## config.mk

```make
export PLATFORM = sky130hd
export DESIGN_NAME = irq_nest_ctrl
export DESIGN_NICKNAME = d
export VERILOG_FILES = /design/src/rtl/irq_nest_pkg.sv /design/src/rtl/irq_src_bank.sv /design/src/rtl/irq_arbiter.sv /design/src/rtl/irq_level_stack.sv /design/src/rtl/irq_nest_ctrl.sv
export SDC_FILE = /design/constraint.sdc
export NUM_CORES = 1
export LEC_CHECK = 0
export ABC_AREA = 1
export BUFFER_PORTS_ARGS = -buffer_cell sky130_fd_sc_hd__buf_2
export CAP_MARGIN = 15
export CORE_MARGIN = 4
export CORE_UTILIZATION = 67
export CTS_CLUSTER_SIZE = 40
export DETAILED_ROUTE_END_ITERATION = 8
export PLACE_DENSITY = 0.86
export SLEW_MARGIN = 15
export SYNTH_ARGS = -nofsm -noshare
export SYNTH_HDL_FRONTEND = slang
export SYNTH_SLANG_ARGS = --single-unit
```

## constraint.sdc

```tcl
create_clock -name clk -period 44.9 [get_ports clk]
set_clock_uncertainty 0.2 [all_clocks]
set_input_delay 2.245 -clock clk [delete_from_list [all_inputs] [get_ports clk]]
set_output_delay 2.245 -clock clk [all_outputs]
set_load 0.05 [all_outputs]
```

## src/rtl/irq_nest_pkg.sv

```systemverilog
package irq_nest_pkg;

   // Stack operation, encoded as {pop, push}
   typedef enum logic [1:0] {
      STK_HOLD = 2'b00,
      STK_PUSH = 2'b01,
      STK_POP  = 2'b10,
      STK_SWAP = 2'b11
   } stk_op_e;

   // Index width for n items, never below one bit
   function automatic int unsigned idx_w(input int unsigned n);
      return (n <= 2) ? 1 : $clog2(n);
   endfunction

endpackage

```

## src/rtl/irq_src_bank.sv

```systemverilog
module irq_src_bank #(
   parameter int unsigned NUM_SRC = 16,
   parameter int unsigned PRIO_W  = 4,
   parameter int unsigned ID_W    = 4
) (
   input  logic                      clk,
   input  logic                      rst_n,
   input  logic                      cfg_we,
   input  logic [ID_W-1:0]           cfg_sel,
   input  logic                      cfg_en,
   input  logic [PRIO_W-1:0]         cfg_prio,
   input  logic [NUM_SRC-1:0]        src_pulse,
   input  logic                      clr_en,
   input  logic [ID_W-1:0]           clr_id,
   output logic [NUM_SRC-1:0]        eligible,
   output logic [NUM_SRC*PRIO_W-1:0] prio_flat
);

   for (genvar g = 0; g < NUM_SRC; g++) begin : g_src
      logic              pend_q;
      logic              en_q;
      logic [PRIO_W-1:0] prio_q;
      logic              cfg_hit;
      logic              clr_hit;

      assign cfg_hit = cfg_we && (cfg_sel == ID_W'(g));
      assign clr_hit = clr_en && (clr_id == ID_W'(g));

      always_ff @(posedge clk) begin
         if (!rst_n) begin
            pend_q <= 1'b0;
            en_q   <= 1'b0;
            prio_q <= '0;
         end else begin
            // a fresh pulse wins over a clear in the same cycle
            pend_q <= src_pulse[g] | (pend_q & ~clr_hit);
            if (cfg_hit) begin
               en_q   <= cfg_en;
               prio_q <= cfg_prio;
            end
         end
      end

      assign eligible[g] = pend_q & en_q & (prio_q != '0);
      assign prio_flat[g*PRIO_W +: PRIO_W] = prio_q;
   end

endmodule

```

## src/rtl/irq_arbiter.sv

```systemverilog
module irq_arbiter #(
   parameter int unsigned NUM_SRC = 16,
   parameter int unsigned PRIO_W  = 4,
   parameter int unsigned ID_W    = 4
) (
   input  logic [NUM_SRC-1:0]        eligible,
   input  logic [NUM_SRC*PRIO_W-1:0] prio_flat,
   input  logic [PRIO_W-1:0]         threshold,
   output logic                      win_valid,
   output logic [ID_W-1:0]           win_id,
   output logic [PRIO_W-1:0]         win_lvl
);

   logic found;

   // descending scan with >= lets the lower index take ties
   always_comb begin
      found   = 1'b0;
      win_id  = '0;
      win_lvl = '0;
      for (int i = NUM_SRC - 1; i >= 0; i--) begin
         if (eligible[i] && (prio_flat[i*PRIO_W +: PRIO_W] >= win_lvl)) begin
            found   = 1'b1;
            win_id  = ID_W'(i);
            win_lvl = prio_flat[i*PRIO_W +: PRIO_W];
         end
      end
      win_valid = found && (win_lvl > threshold);
   end

endmodule

```

## src/rtl/irq_level_stack.sv

```systemverilog
module irq_level_stack
   import irq_nest_pkg::*;
#(
   parameter int unsigned PRIO_W = 4,
   parameter int unsigned DEPTH  = 15
) (
   input  logic              clk,
   input  logic              rst_n,
   input  stk_op_e           op,
   input  logic [PRIO_W-1:0] push_lvl,
   output logic [PRIO_W-1:0] top_lvl,
   output logic              empty
);

   localparam int unsigned CNT_W = $clog2(DEPTH + 1);
   localparam int unsigned IDX_W = idx_w(DEPTH);

   logic [PRIO_W-1:0] mem [DEPTH];
   logic [CNT_W-1:0]  count_q;
   logic [CNT_W-1:0]  wr_idx;
   logic              wr_en;

   assign wr_en  = (op == STK_PUSH) || (op == STK_SWAP);
   assign wr_idx = (op == STK_SWAP) ? (count_q - 1'b1) : count_q;
   assign empty  = (count_q == '0);

   always_ff @(posedge clk) begin
      if (!rst_n) begin
         count_q <= '0;
         for (int e = 0; e < int'(DEPTH); e++) mem[e] <= '0;
      end else begin
         for (int e = 0; e < int'(DEPTH); e++) begin
            if (wr_en && (wr_idx == CNT_W'(e))) mem[e] <= push_lvl;
         end
         case (op)
            STK_PUSH: count_q <= count_q + 1'b1;
            STK_POP:  count_q <= count_q - 1'b1;
            default:  count_q <= count_q;
         endcase
      end
   end

   assign top_lvl = empty ? '0 : mem[IDX_W'(count_q - 1'b1)];

endmodule

```

## src/rtl/irq_nest_ctrl.sv

```systemverilog
module irq_nest_ctrl
   import irq_nest_pkg::*;
#(
   parameter int unsigned NUM_SRC = 16,
   parameter int unsigned PRIO_W  = 4,
   localparam int unsigned ID_W   = idx_w(NUM_SRC),
   localparam int unsigned LVLS   = (1 << PRIO_W) - 1
) (
   input  logic               clk,
   input  logic               rst_n,
   input  logic               cfg_we,
   input  logic [ID_W-1:0]    cfg_sel,
   input  logic               cfg_en,
   input  logic [PRIO_W-1:0]  cfg_prio,
   input  logic [NUM_SRC-1:0] src_pulse,
   input  logic               cpu_ack,
   input  logic               cpu_eoi,
   output logic               irq_req,
   output logic [ID_W-1:0]    irq_id,
   output logic [PRIO_W-1:0]  irq_level,
   output logic [PRIO_W-1:0]  svc_level
);

   if (NUM_SRC < 2) begin : g_bad_src
      $error("irq_nest_ctrl: NUM_SRC must be at least 2");
   end
   if ((PRIO_W < 1) || (PRIO_W > 8)) begin : g_bad_prio
      $error("irq_nest_ctrl: PRIO_W must lie in 1..8");
   end

   logic [NUM_SRC-1:0]        eligible;
   logic [NUM_SRC*PRIO_W-1:0] prio_flat;
   logic                      win_valid;
   logic [ID_W-1:0]           win_id;
   logic [PRIO_W-1:0]         win_lvl;
   logic                      stk_empty;
   logic                      ack_ok;
   logic                      eoi_ok;
   logic                      req_d;
   stk_op_e                   stk_op;

   logic                      req_q;
   logic [ID_W-1:0]           id_q;
   logic [PRIO_W-1:0]         lvl_q;

   assign ack_ok = cpu_ack & req_q;
   assign eoi_ok = cpu_eoi & ~stk_empty;
   assign stk_op = stk_op_e'({eoi_ok, ack_ok});

   irq_src_bank #(
      .NUM_SRC (NUM_SRC),
      .PRIO_W  (PRIO_W),
      .ID_W    (ID_W)
   ) u_bank (
      .clk       (clk),
      .rst_n     (rst_n),
      .cfg_we    (cfg_we),
      .cfg_sel   (cfg_sel),
      .cfg_en    (cfg_en),
      .cfg_prio  (cfg_prio),
      .src_pulse (src_pulse),
      .clr_en    (ack_ok),
      .clr_id    (id_q),
      .eligible  (eligible),
      .prio_flat (prio_flat)
   );

   irq_arbiter #(
      .NUM_SRC (NUM_SRC),
      .PRIO_W  (PRIO_W),
      .ID_W    (ID_W)
   ) u_arb (
      .eligible  (eligible),
      .prio_flat (prio_flat),
      .threshold (svc_level),
      .win_valid (win_valid),
      .win_id    (win_id),
      .win_lvl   (win_lvl)
   );

   irq_level_stack #(
      .PRIO_W (PRIO_W),
      .DEPTH  (LVLS)
   ) u_stack (
      .clk      (clk),
      .rst_n    (rst_n),
      .op       (stk_op),
      .push_lvl (lvl_q),
      .top_lvl  (svc_level),
      .empty    (stk_empty)
   );

   // an accepted acknowledge hides the request for one cycle so a stale
   // winner cannot be taken twice
   assign req_d = win_valid & ~ack_ok;

   always_ff @(posedge clk) begin
      if (!rst_n) begin
         req_q <= 1'b0;
         id_q  <= '0;
         lvl_q <= '0;
      end else begin
         req_q <= req_d;
         id_q  <= req_d ? win_id  : '0;
         lvl_q <= req_d ? win_lvl : '0;
      end
   end

   assign irq_req   = req_q;
   assign irq_id    = id_q;
   assign irq_level = lvl_q;

endmodule

```

---- After elaboration in Yosys (flattened, before gate mapping) ----
Memories as Yosys holds them, arrays and structs flattened.
Index checks and enable logic that the tools add are counted.
storage, ports and cells
  register bits ........................... 109
  memory bits (writable) .................. 60
  memories kept ........................... 1
cells by class
  add/sub/neg operators ................... 2
  magnitude comparators ................... 17
  eq/ne operators ......................... 47
  multiplexer cells ....................... 111
  bitwise gates (word level) .............. 102
  reductions and logical operators ........ 91
memory list
  memory       words  width  rd ports  clocked after memory_dff  write ports  line                   text
  u_stack.mem  15     4      1         0                         15           irq_level_stack.sv:18  logic [PRIO_W-1:0] mem [DEPTH];
operators by type and width
  cell                                                  number
  two-way mux 4 bit                                     41
  == test 4 bit (second input constant)                 23
  logical AND 1 bit                                     64
  nonzero test 4 bit                                    16
  two-way mux 1 bit                                     63
  >= comparator 4 bit                                   15
  AND 1 bit                                             51
  == test 4 x 3 -> 1 bit (second input constant)        12
  bitwise OR 1 bit                                      31
  == test 4 x 2 -> 1 bit (second input constant)        6
  NOT 1 bit                                             20
  zero test 4 bit                                       4
  == test 4 x 1 -> 1 bit (second input constant)        3
  two-way mux 3 bit                                     4
  OR reduction 10 bit                                   1
  one-hot mux 4 bit (2 select lines)                    1
  OR reduction 6 bit                                    1
  adder 4 x 1 -> 4 bit (second input constant)          1
  == test 2 bit (second input constant)                 2
  >= comparator 4 x 1 -> 1 bit (second input constant)  1
  greater-than comparator 4 bit                         1
  two-way mux 2 bit                                     2
  OR reduction 4 bit                                    1
  subtractor 4 x 1 -> 4 bit (second input constant)     1
  other kinds (5)                                       5

---- Logic depth before layout (Yosys ltp) ----
Gate-level depths: netlist of run 1.
  depth in word-level cells ............... 54
  depth in mapped cells ................... 171
  depth with buffers taken out ............ 171

---- Hierarchy ----
Synthesis of run 1 repeated with hierarchy kept, for this count alone.
unflattened totals
  cell total of the unflattened synthesis .. 1462
  area, all modules ....................... 10282.4 µm²
by module, submodules not included
  module           instances  cells an instance  area an instance (µm²)
  irq_src_bank     1          585                4031.4
  irq_level_stack  1          375                3251.9
  irq_arbiter      1          469                2718.9
  irq_nest_ctrl    1          33                 280.3

---- Worst setup path after synthesis of run 1 ----
OpenSTA, ideal clock, no wires.
  path kind ............................... register -> register
  from .................................... reg u_bank.g_src[15].prio_q[3]
  to ...................................... reg id_q[2], in the netlist irq_id[2]
  arrival time ............................ 17252 ps
  setup slack ............................. 27370 ps
  stages on the path, launching flop included .. 157
  buffers on the path ..................... 0
  clock period less this slack ............ 17530 ps
  cell sequence ........................... dfxtp_1 > nor2_1 > nand3_2 > nand3_2 > nor2_1 > inv_1 > ha_1 > nand2_1 > nand2_1 > nand2_1 > nand3_2 > nand2_4 > o21ai_0 > ha_1 > or3_1 > nand3_1 > nand3_1 > nand2_2 > [... 121 more ...] > nand2_1 > and2_1 > ha_1 > inv_1 > nor2_1 > o211ai_1 > nand3_1 > nand2_1 > nand3_1 > nand2_1 > inv_1 > ha_1 > inv_1 > nor2_1 > o211ai_1 > a2111oi_0 > nand4_1 > nor3_1
between the ends
  longest elaborated chain between the ends .. 54
  elaborated cells between the ends (all ways) .. 83
RTL lines
  item                                                                                  line                  text
  from (decl)                                                                           irq_src_bank.sv:22    logic [PRIO_W-1:0] prio_q;
  from (signal assigned)                                                                irq_src_bank.sv:39    prio_q <= cfg_prio;
  parallel branches: the longest is 3 deep, another holds >= comparator 4 x 1 -> 1 bit  --
  two-way mux 4 bit (*)                                                                 irq_arbiter.sv:22     if (eligible[i] && (prio_flat[i*PRIO_W +: PRIO_W] >= win_lvl)) begin
  >= comparator 4 bit                                                                   irq_arbiter.sv:22
  logical AND 1 bit                                                                     irq_arbiter.sv:22
  two-way mux 4 bit (*)                                                                 irq_arbiter.sv:22
  >= comparator 4 bit                                                                   irq_arbiter.sv:22
  logical AND 1 bit                                                                     irq_arbiter.sv:22
  two-way mux 4 bit (*)                                                                 irq_arbiter.sv:22
  [... 37 more ...]                                                                     --
  logical AND 1 bit                                                                     irq_arbiter.sv:22
  two-way mux 4 bit (*)                                                                 irq_arbiter.sv:22
  named net u_arb.win_lvl[1]                                                            irq_arbiter.sv:11     output logic [PRIO_W-1:0] win_lvl
  greater-than comparator 4 bit (*)                                                     irq_arbiter.sv:28     win_valid = found && (win_lvl > threshold);
  logical AND 1 bit (*)                                                                 irq_arbiter.sv:28
  AND 1 bit (*)                                                                         irq_nest_ctrl.sv:95   assign req_d = win_valid & ~ack_ok;
  NOT 1 bit (no source line) (*)                                                        --
  OR reduction 6 bit (no source line) (*)                                               --
  to (signal assigned)                                                                  irq_nest_ctrl.sv:104  id_q <= req_d ? win_id : '0;
  to (decl)                                                                             irq_nest_ctrl.sv:43   logic [ID_W-1:0] id_q;
Mark *: on every way through the listed nets, which the timed path passes.
A chain may end at the register's enable or synchronous reset.

---- Final worst setup path of run 1 ----
  from .................................... reg u_bank.g_src[15].prio_q[3]
  to ...................................... reg id_q[3], in the netlist irq_id[3]
between the ends
  longest elaborated chain between the ends .. 54
  elaborated cells between the ends (all ways) .. 79
RTL lines
  item                                                                                  line
  parallel branches: the longest is 3 deep, another holds >= comparator 4 x 1 -> 1 bit  --
  two-way mux 4 bit (*)                                                                 irq_arbiter.sv:22
  >= comparator 4 bit                                                                   irq_arbiter.sv:22
  logical AND 1 bit                                                                     irq_arbiter.sv:22
  two-way mux 4 bit (*)                                                                 irq_arbiter.sv:22
  >= comparator 4 bit                                                                   irq_arbiter.sv:22
  logical AND 1 bit                                                                     irq_arbiter.sv:22
  two-way mux 4 bit (*)                                                                 irq_arbiter.sv:22
  [... 37 more ...]                                                                     --
  logical AND 1 bit                                                                     irq_arbiter.sv:22
  two-way mux 4 bit (*)                                                                 irq_arbiter.sv:22
  named net u_arb.win_lvl[1]                                                            irq_arbiter.sv:11
  greater-than comparator 4 bit (*)                                                     irq_arbiter.sv:28
  logical AND 1 bit (*)                                                                 irq_arbiter.sv:28
  AND 1 bit (*)                                                                         irq_nest_ctrl.sv:95
  NOT 1 bit (no source line) (*)                                                        --
  OR reduction 10 bit (no source line) (*)                                              --
Marked as above.

==> results of run 1 <==
registers in the layout, summed over array words and instances (netlist names):
name,flops
u_bank.g_src.en_q,16
irq_id,4
u_bank.g_src.pend_q,16
u_bank.g_src.prio_q,64
u_stack.mem,60
irq_req,1
u_stack.count_q,4
irq_level,4
placed cells by master (no fill, tap or decap), types with 2 or more instances in the layout:
cell and instances:
buf_4 2, nand2_4 25, clkinv_2 5, a41oi_1 3
buf_2 42, clkbuf_16 20, ha_1 52, o22ai_1 5
nand4_1 4, dfxtp_1 109, o21ai_0 179, nand3_2 14
a21oi_1 80, a221o_1 2, clkinv_4 2, a31oi_1 4
and2_1 3, xor2_1 2, nor2_1 182, nand3_1 59
edfxtp_1 60, nand2_2 31, inv_1 182, clkbuf_1 2
nor3_1 8, bufinv_16 2, o21a_1 3, o31ai_1 2
nor4_1 9, a22oi_1 3, or3_1 2, a221oi_1 2
o211ai_1 8, nand2_1 201, clkinv_1 2
layout make-up:
| cell class | count | area [um2] |
|---|---|---|
| clock inverters | 10 | 111 |
| inverters | 185 | 694 |
| repair buffers | 44 | 225 |
| fillers | 1039 | 3400 |
| flip-flops and latches | 169 | 3980 |
| clock buffers | 22 | 508 |
| well taps | 180 | 225 |
| multi-input cells | 893 | 4790 |
worst register-to-register path, delay by kind of cell, from the launching register on:
kind | cells | cell delay (ns)
DFF | 1 | 0.36
AOI/OAI and AO/OA | 36 | 5.83
and+or+nand+nor | 90 | 8.24
buffers and inverters | 14 | 0.86
adders and majority gates | 16 | 4.62
routing by layer:
metal | share of wire | global-route usage | up-vias | routed length [um]
li1 | - | - | 4295 | -
met1 | 0.40 | 0.363 | 3964 | 9570
met2 | 0.50 | 0.523 | 371 | 12000
met3 | 0.066 | 0.0502 | 80 | 1600
met4 | 0.038 | 0.132 | 0 | 916
met5 | 0 | 0 | - | 0
metrics by stage:
| step | power, mW | hold WS [ns] |
|---|---|---|
| after floorplan | 0.276 | 0.224 |
| after global placement | 0.310 | 0.233 |
| after detailed placement | 0.314 | 0.239 |
| after CTS | 0.466 | 0.249 |
| after global routing | 0.489 | 0.290 |
| final | 0.467 | 0.256 |
path summary, 6_finish.rpt:
check / startpoint / to / slack [ns] / depth (start not counted)
hold reg to reg: u_bank.g_src[12].en_q$_SDFFE_PN0P_ / u_bank.g_src[12].en_q$_SDFFE_PN0P_ / 0.26 / 2
hold / removal: u_bank.g_src[12].en_q$_SDFFE_PN0P_ / u_bank.g_src[12].en_q$_SDFFE_PN0P_ / 0.26 / 2
setup / recovery: u_bank.g_src[15].prio_q[3]$_SDFFE_PN0P_ / irq_id[3]$_SDFF_PP0_ / 24.66 / 156
setup reg to reg: u_bank.g_src[15].prio_q[3]$_SDFFE_PN0P_ / irq_id[3]$_SDFF_PP0_ / 24.66 / 156
logic make-up (layout without fill, tap and decap cells):
kind of cell               count (synthesis)  in the layout
and+or+nand+nor                          541            541
xor gates and xnor gates                   3              3
AOI/OAI and AO/OA                        297            297
adders and majority gates                 52             52
DFF                                      169            169
buffers and inverters                    217            261
power by group:
group	leakage [nW]	switching (mW)	internal (mW)
clock	0.309	0.0615	0.0917
combinational	2.64	0.104	0.0421
sequential	1.51	0.00340	0.164
total	4.46	0.169	0.298
==> impl_results.md, run 1 <==
- CP max FO: 10
- Min cycle time layout: 20.24 ns
- Main combinational cell family by area after synthesis: simple AND/OR/NAND/NOR gates
- Post-synth EDFFs: 60
- First-pass GRT wire length: 39.0 mm
- Synth Instances: 1,279
- # hold bufs at CTS: 0
- H-tree lvl count: 4
- Post-Synth XOR/XNOR Area: 0.00274
- Post-route DRC: 0
- Sequential fraction of the synthesis area: 0.416
- Synth Register Bits: 169
- Max Cap Viol: 0
- FMAX: 0.0494 GHz
- Status: completed
- GR Util All Layers: 0.299
- Layout Nets: 1,392
- Setup WS post-layout: 24.66 ns
- Worst relative slew slack: 0.310
- Placement Cell Area: 0.00992 mm2
- Die Span X: 128 um
- CTS tree: built
- Grt total ovfl: 0
- Maximum VDD drop: 0.0000384 V
- Crit end category: flip-flop
- TritonRoute pass-1 iters: 6
- Leading area contributor after synthesis: dfxtp_1
- Final GP Congestion: 0.938
- Antenna violations before repair: 0
- Slew @ Worst Pin: 1.03 ns
- Synth cell count leaders: 201 x nand2_1, 182 x inv_1, 182 x nor2_1, 179 x o21ai_0, 109 x dfxtp_1
- Synth warnings: 0
- Leakage: 4.46 nW
- Via count: 8,710
- Mapped Avg Cell Area: 7.50 um2
- Crit-path max cell delay: 0.63 ns
- Share of cells above drive strength 1: 0.111
- Simple-gate share of the synthesized area: 0.263
- Final wirelength: 24.0 mm
- Final non-filler cell total: 1,503
- Initial drt markers: 768
- Yosys cell types: 40
- CTS Buf Count: 17
- Final Cycle Share: 0.451
- Core area: 0.0139 mm2
- Mapped cell area: 0.00959 mm2
- Crit-path slowest cell: a2111oi_0
- Final Max Slew Viols: 0
- Yosys top cell area share: 0.228
- Clk sink count: 169
- Clock Latency Late Sink: 0.44 ns
- Critical path startpoint category: flip-flop
- Dpl ws: 24.91 ns
- Most common cell in the synthesized netlist: nand2_1
- Data arrival time of the worst path: 20.40 ns
- Async set or reset register ratio after synthesis: 0
- # port buffers: 42
- Final core occ: 0.756
- Buf+Inv Stages, Crit Path: 14
- CTS root buf: clkbuf_16
- Synth Flop Type: dfxtp_1
- Most frequent CP cell: o21ai_0
- Crit Path Class: reg2reg
- DIE AREA: 0.0163 mm2
- I/O pin count: 43
- Hold Vio Cnt, Final: 0
- Final TNS setup: 0 ns
- Largest net degree at the start of global routing: 101
- Row count: 43
- Final ANT Viol Nets: 0
- Placed Cells: 1,471
- RSZ-0062 raised after global routing: false
- Clk slew on worst S/H paths: 0.06 ns
- Post-CTS Resized: 0
- Vias in the first global route: 8,289
- Vert. Die Dim: 128 um
- Adder-cell share of the synthesized area: 0.0679
- Hold Path Class: reg2reg
- Routed len/inst: 16.0 um
- Fin area: 0.0105 mm2
- Detailed Place HPWL: 17.1 mm
- Starting Density: 0.688
- Family with the most delay on the worst path: simple AND/OR/NAND/NOR gates
- Syn_nets: 1,361
- Synth Area in Compound Gates: 0.166
- Postcts setup bufs: 0
- Mux share of post-synthesis cell area: 0
- CP Data Required Time: 45.06 ns
- P&R area growth vs syn: 9.91%
- Final setup violation count: 0
- Routed vias/inst: 5.80
- PD cells: 44.3 mW/mm2
- Largest cells by area after synthesis: dfxtp_1 23%, edfxtp_1 19%, o21ai_0 9.3%, nand2_1 7.9%, inv_1 7.1%
- Inserted Diodes: 0
- Clock tree buffer depth: 2
No activity file was read; power rests on OpenSTA's default activity.
==> run 2, diff against run 1 <==
--- a/config.mk
+++ b/config.mk
@@ -9,10 +9,10 @@
 export BUFFER_PORTS_ARGS = -buffer_cell sky130_fd_sc_hd__buf_2
 export CAP_MARGIN = 15
 export CORE_MARGIN = 4
-export CORE_UTILIZATION = 67
+export CORE_UTILIZATION = 62
 export CTS_CLUSTER_SIZE = 40
 export DETAILED_ROUTE_END_ITERATION = 8
-export PLACE_DENSITY = 0.86
+export PLACE_DENSITY = 0.8
 export SLEW_MARGIN = 15
 export SYNTH_ARGS = -nofsm -noshare
 export SYNTH_HDL_FRONTEND = slang
==> constraint.sdc (replaced) <==
create_clock -name clk -period 20.9 [get_ports clk]
set_clock_uncertainty 0.2 [all_clocks]
set_input_delay 1.045 -clock clk [delete_from_list [all_inputs] [get_ports clk]]
set_output_delay 1.045 -clock clk [all_outputs]
set_load 0.05 [all_outputs]
==> run 2 against run 1 <==
Effect of this change: non-clock buffer count grew 1; critical endpoint unchanged; hold slack worse by 0.0084 ns; register-to-register slack lost 23 ns; global-route usage shrank 2.5 points; cell count up 0.60%; largest cell class unchanged; combinational power increased by 120%; critical path type unchanged; largest power group unchanged; worst setup slack worse by 23 ns.
==> impl_results.md, run 2 (synthesized netlist as in run 1, its figures left out) <==
- Crit-path slowest cell: a2111oi_2
- CP max FO: 10 (unchanged)
- Inserted Diodes: 0 (unchanged)
- H-tree lvl count: 4 (unchanged)
- DIE AREA: 0.0175 mm2 (+7.5%)
- I/O pin count: 43 (unchanged)
- Hold Vio Cnt, Final: 0 (unchanged)
- Detailed Place HPWL: 17.1 mm (about the same)
- Top reg by flops: u_bank.g_src.prio_q
- Family with the most delay on the worst path: simple AND/OR/NAND/NOR gates
- Max Cap Viol: 0 (unchanged)
- Multi-input logic area: 0.00483 mm2 (+0.91%)
- Via count: 8,665 (-0.52%)
- Vias in the first global route: 7,948 (-4.1%)
- # port buffers: 42 (unchanged)
- # hold bufs at CTS: 0 (unchanged)
- Total Power: 0.980 mW (+110%)
- Placement Cell Area: 0.00993 mm2 (+0.10%)
- CTS Buf Count: 17 (unchanged)
- Final core occ: 0.693 (-0.0633)
- TritonRoute pass-1 iters: 6 (unchanged)
- Crit path depth: 156 (unchanged)
- FF/Latch Area: 0.00398 mm2 (unchanged)
- Hold Path Class: reg2reg
- Share of cells above drive strength 1: 0.121 (+0.00973)
- Commonest non-fill, non-tap cells in the layout: 200 x nand2_1, 181 x nor2_1, 181 x inv_1
- Critical R2R Launch: u_bank.g_src[15].prio_q[3]$_SDFFE_PN0P_
- Leading registers by flop count: u_bank.g_src.prio_q (64), u_stack.mem (60)
- Grt total ovfl: 0 (unchanged)
- Final Hold Slack: 0.248 ns (-0.00844 ns)
- Worst Setup SP: u_bank.g_src[15].prio_q[3]$_SDFFE_PN0P_
- Setup WS post-layout: 1.97 ns (-22.69 ns)
- Row count: 45 (+4.7%)
- Slew @ Worst Pin: 0.974 ns (-0.0606 ns)
- Final Max Slew Viols: 0 (unchanged)
- # fillers: 1,296 (+25%)
- Crit Path Class: reg2reg
- Final TNS setup: 0 ns (unchanged)
- Routed len/inst: 15.8 um (-1.0%)
- Largest register FFs: 64 (unchanged)
- Buf+Inv Stages, Crit Path: 16 (+2)
- Crit-path max cell delay: 0.46 ns (-0.17 ns)
- Vert. Die Dim: 132 um (+3.7%)
- Fin area: 0.0105 mm2 (about the same)
- Most frequent CP cell: nand2_1
- Flop2flop setup slack: 1.97 ns (-22.69 ns)
- Final GP Congestion: 0.896 (-4.5%)
- Initial drt markers: 966 (+26%)
- FF-to-FF path depth: 156 (unchanged)
- Layout Nets: 1,393 (+0.072%)
- Final setup violation count: 0 (unchanged)
- CTS tree: built
- Reg2reg end: irq_id[3]$_SDFF_PP0_
- Final Cycle Share: 0.906 (+0.455)
- Final wirelength: 23.9 mm (-0.44%)
- Commonest non-fill, non-tap cell in the layout: nand2_1
- Dpl ws: 0.927 ns (-23.98 ns)
- Clk sink count: 169 (unchanged)
- Min cycle time layout: 18.93 ns (-1.31 ns)
- GR Util All Layers: 0.274 (-0.0251)
- P&R area growth vs syn: 9.87% (about the same)
- CP Data Required Time: 21.06 ns (-24.00 ns)
- Clock Latency Late Sink: 0.43 ns (about the same)
- Starting Density: 0.631 (-0.0574)
- Placed Cells: 1,479 (+0.54%)
- Core area: 0.0152 mm2 (+9.1%)
- Crit end category: flip-flop
- FMAX: 0.0528 GHz (+6.9%)
- Final non-filler cell total: 1,512 (+0.60%)
- PD cells: 93.0 mW/mm2 (+110%)
- First-pass GRT wire length: 39.0 mm (about the same)
- Critical path startpoint category: flip-flop
- Leakage: 4.43 nW (-0.54%)
- Post-route DRC: 0 (unchanged)
- Worst Setup EP: irq_id[3]$_SDFF_PP0_
- Clock tree buffer depth: 2 (unchanged)
- Worst relative slew slack: 0.350 (+0.0405)
- Routed vias/inst: 5.73 (-1.1%)
- Maximum VDD drop: 0.0000684 V (+78%)
- Largest net degree at the start of global routing: 83 (-18%)
- Antenna violations before repair: 0 (unchanged)
- Die Span X: 132 um (+3.7%)
- Final ANT Viol Nets: 0 (unchanged)
- Data arrival time of the worst path: 19.09 ns (-1.31 ns)
- Status: completed
- CTS root buf: clkbuf_16
- Clk slew on worst S/H paths: 0.07 ns (about the same)
run 2: cell count changes in the layout (fill, tap and decap cells not counted), sizes merged:
cell and change:
clkbuf -5, bufinv -2, inv +10, clkinv -4
clkinvlp +1, buf +1
run 2: timing repair:
| item | in CTS | in global routing |
|---|---|---|
| hold endpoints to repair | 0 | 0 |
| setup endpoints to repair | 0 | 9 |
| resized for setup | 0 | 33 |
| setup buffers | 0 | 1 |
run 2: tightest hold or removal path: stages (launching register included):
cell and delay, ns:
dfxtp_1 0.31, inv_1 0.05, a21oi_1 0.05
run 2: worst min-delay path by stage:
stage | slack [ns] | end | from | depth (start not counted)
global placement | 0.23 | u_bank.g_src[12].en_q$_SDFFE_PN0P_ | u_bank.g_src[12].en_q$_SDFFE_PN0P_ | 2
floorplan | 0.22 | u_bank.g_src[12].en_q$_SDFFE_PN0P_ | u_bank.g_src[12].en_q$_SDFFE_PN0P_ | 2
CTS | 0.25 | u_bank.g_src[12].en_q$_SDFFE_PN0P_ | u_bank.g_src[12].en_q$_SDFFE_PN0P_ | 2
finish | 0.25 | u_bank.g_src[12].en_q$_SDFFE_PN0P_ | u_bank.g_src[12].en_q$_SDFFE_PN0P_ | 2
global route | 0.27 | u_bank.g_src[12].en_q$_SDFFE_PN0P_ | u_bank.g_src[12].en_q$_SDFFE_PN0P_ | 2
detailed placement | 0.24 | u_bank.g_src[12].en_q$_SDFFE_PN0P_ | u_bank.g_src[12].en_q$_SDFFE_PN0P_ | 2
run 2: per-layer routing:
metal / share of wire / wire length (um) / GRT usage / up-vias
met4: 0.026 / 634 / 0.0987 / 0
met1: 0.43 / 10200 / 0.369 / 3952
met2: 0.47 / 11300 / 0.448 / 354
met5: 0 / 0 / 0 / -
li1: - / - / - / 4297
met3: 0.073 / 1750 / 0.0454 / 62
run 2: cell type report:
class	count	share of cell area
clock inverters	15	0.0122
repair buffers	45	0.0221
flip-flops and latches	169	0.378
inverters	185	0.0659
clock buffers	17	0.0404
multi-input cells	893	0.459
well taps	188	0.0223
run 2: where the power goes:
part           total [mW]  switching, mW  leakage, nW  internal, mW
combinational       0.318          0.226         2.65        0.0923
clock               0.302          0.145        0.274         0.157
sequential          0.360        0.00739         1.51         0.353
total               0.980          0.378         4.43         0.602
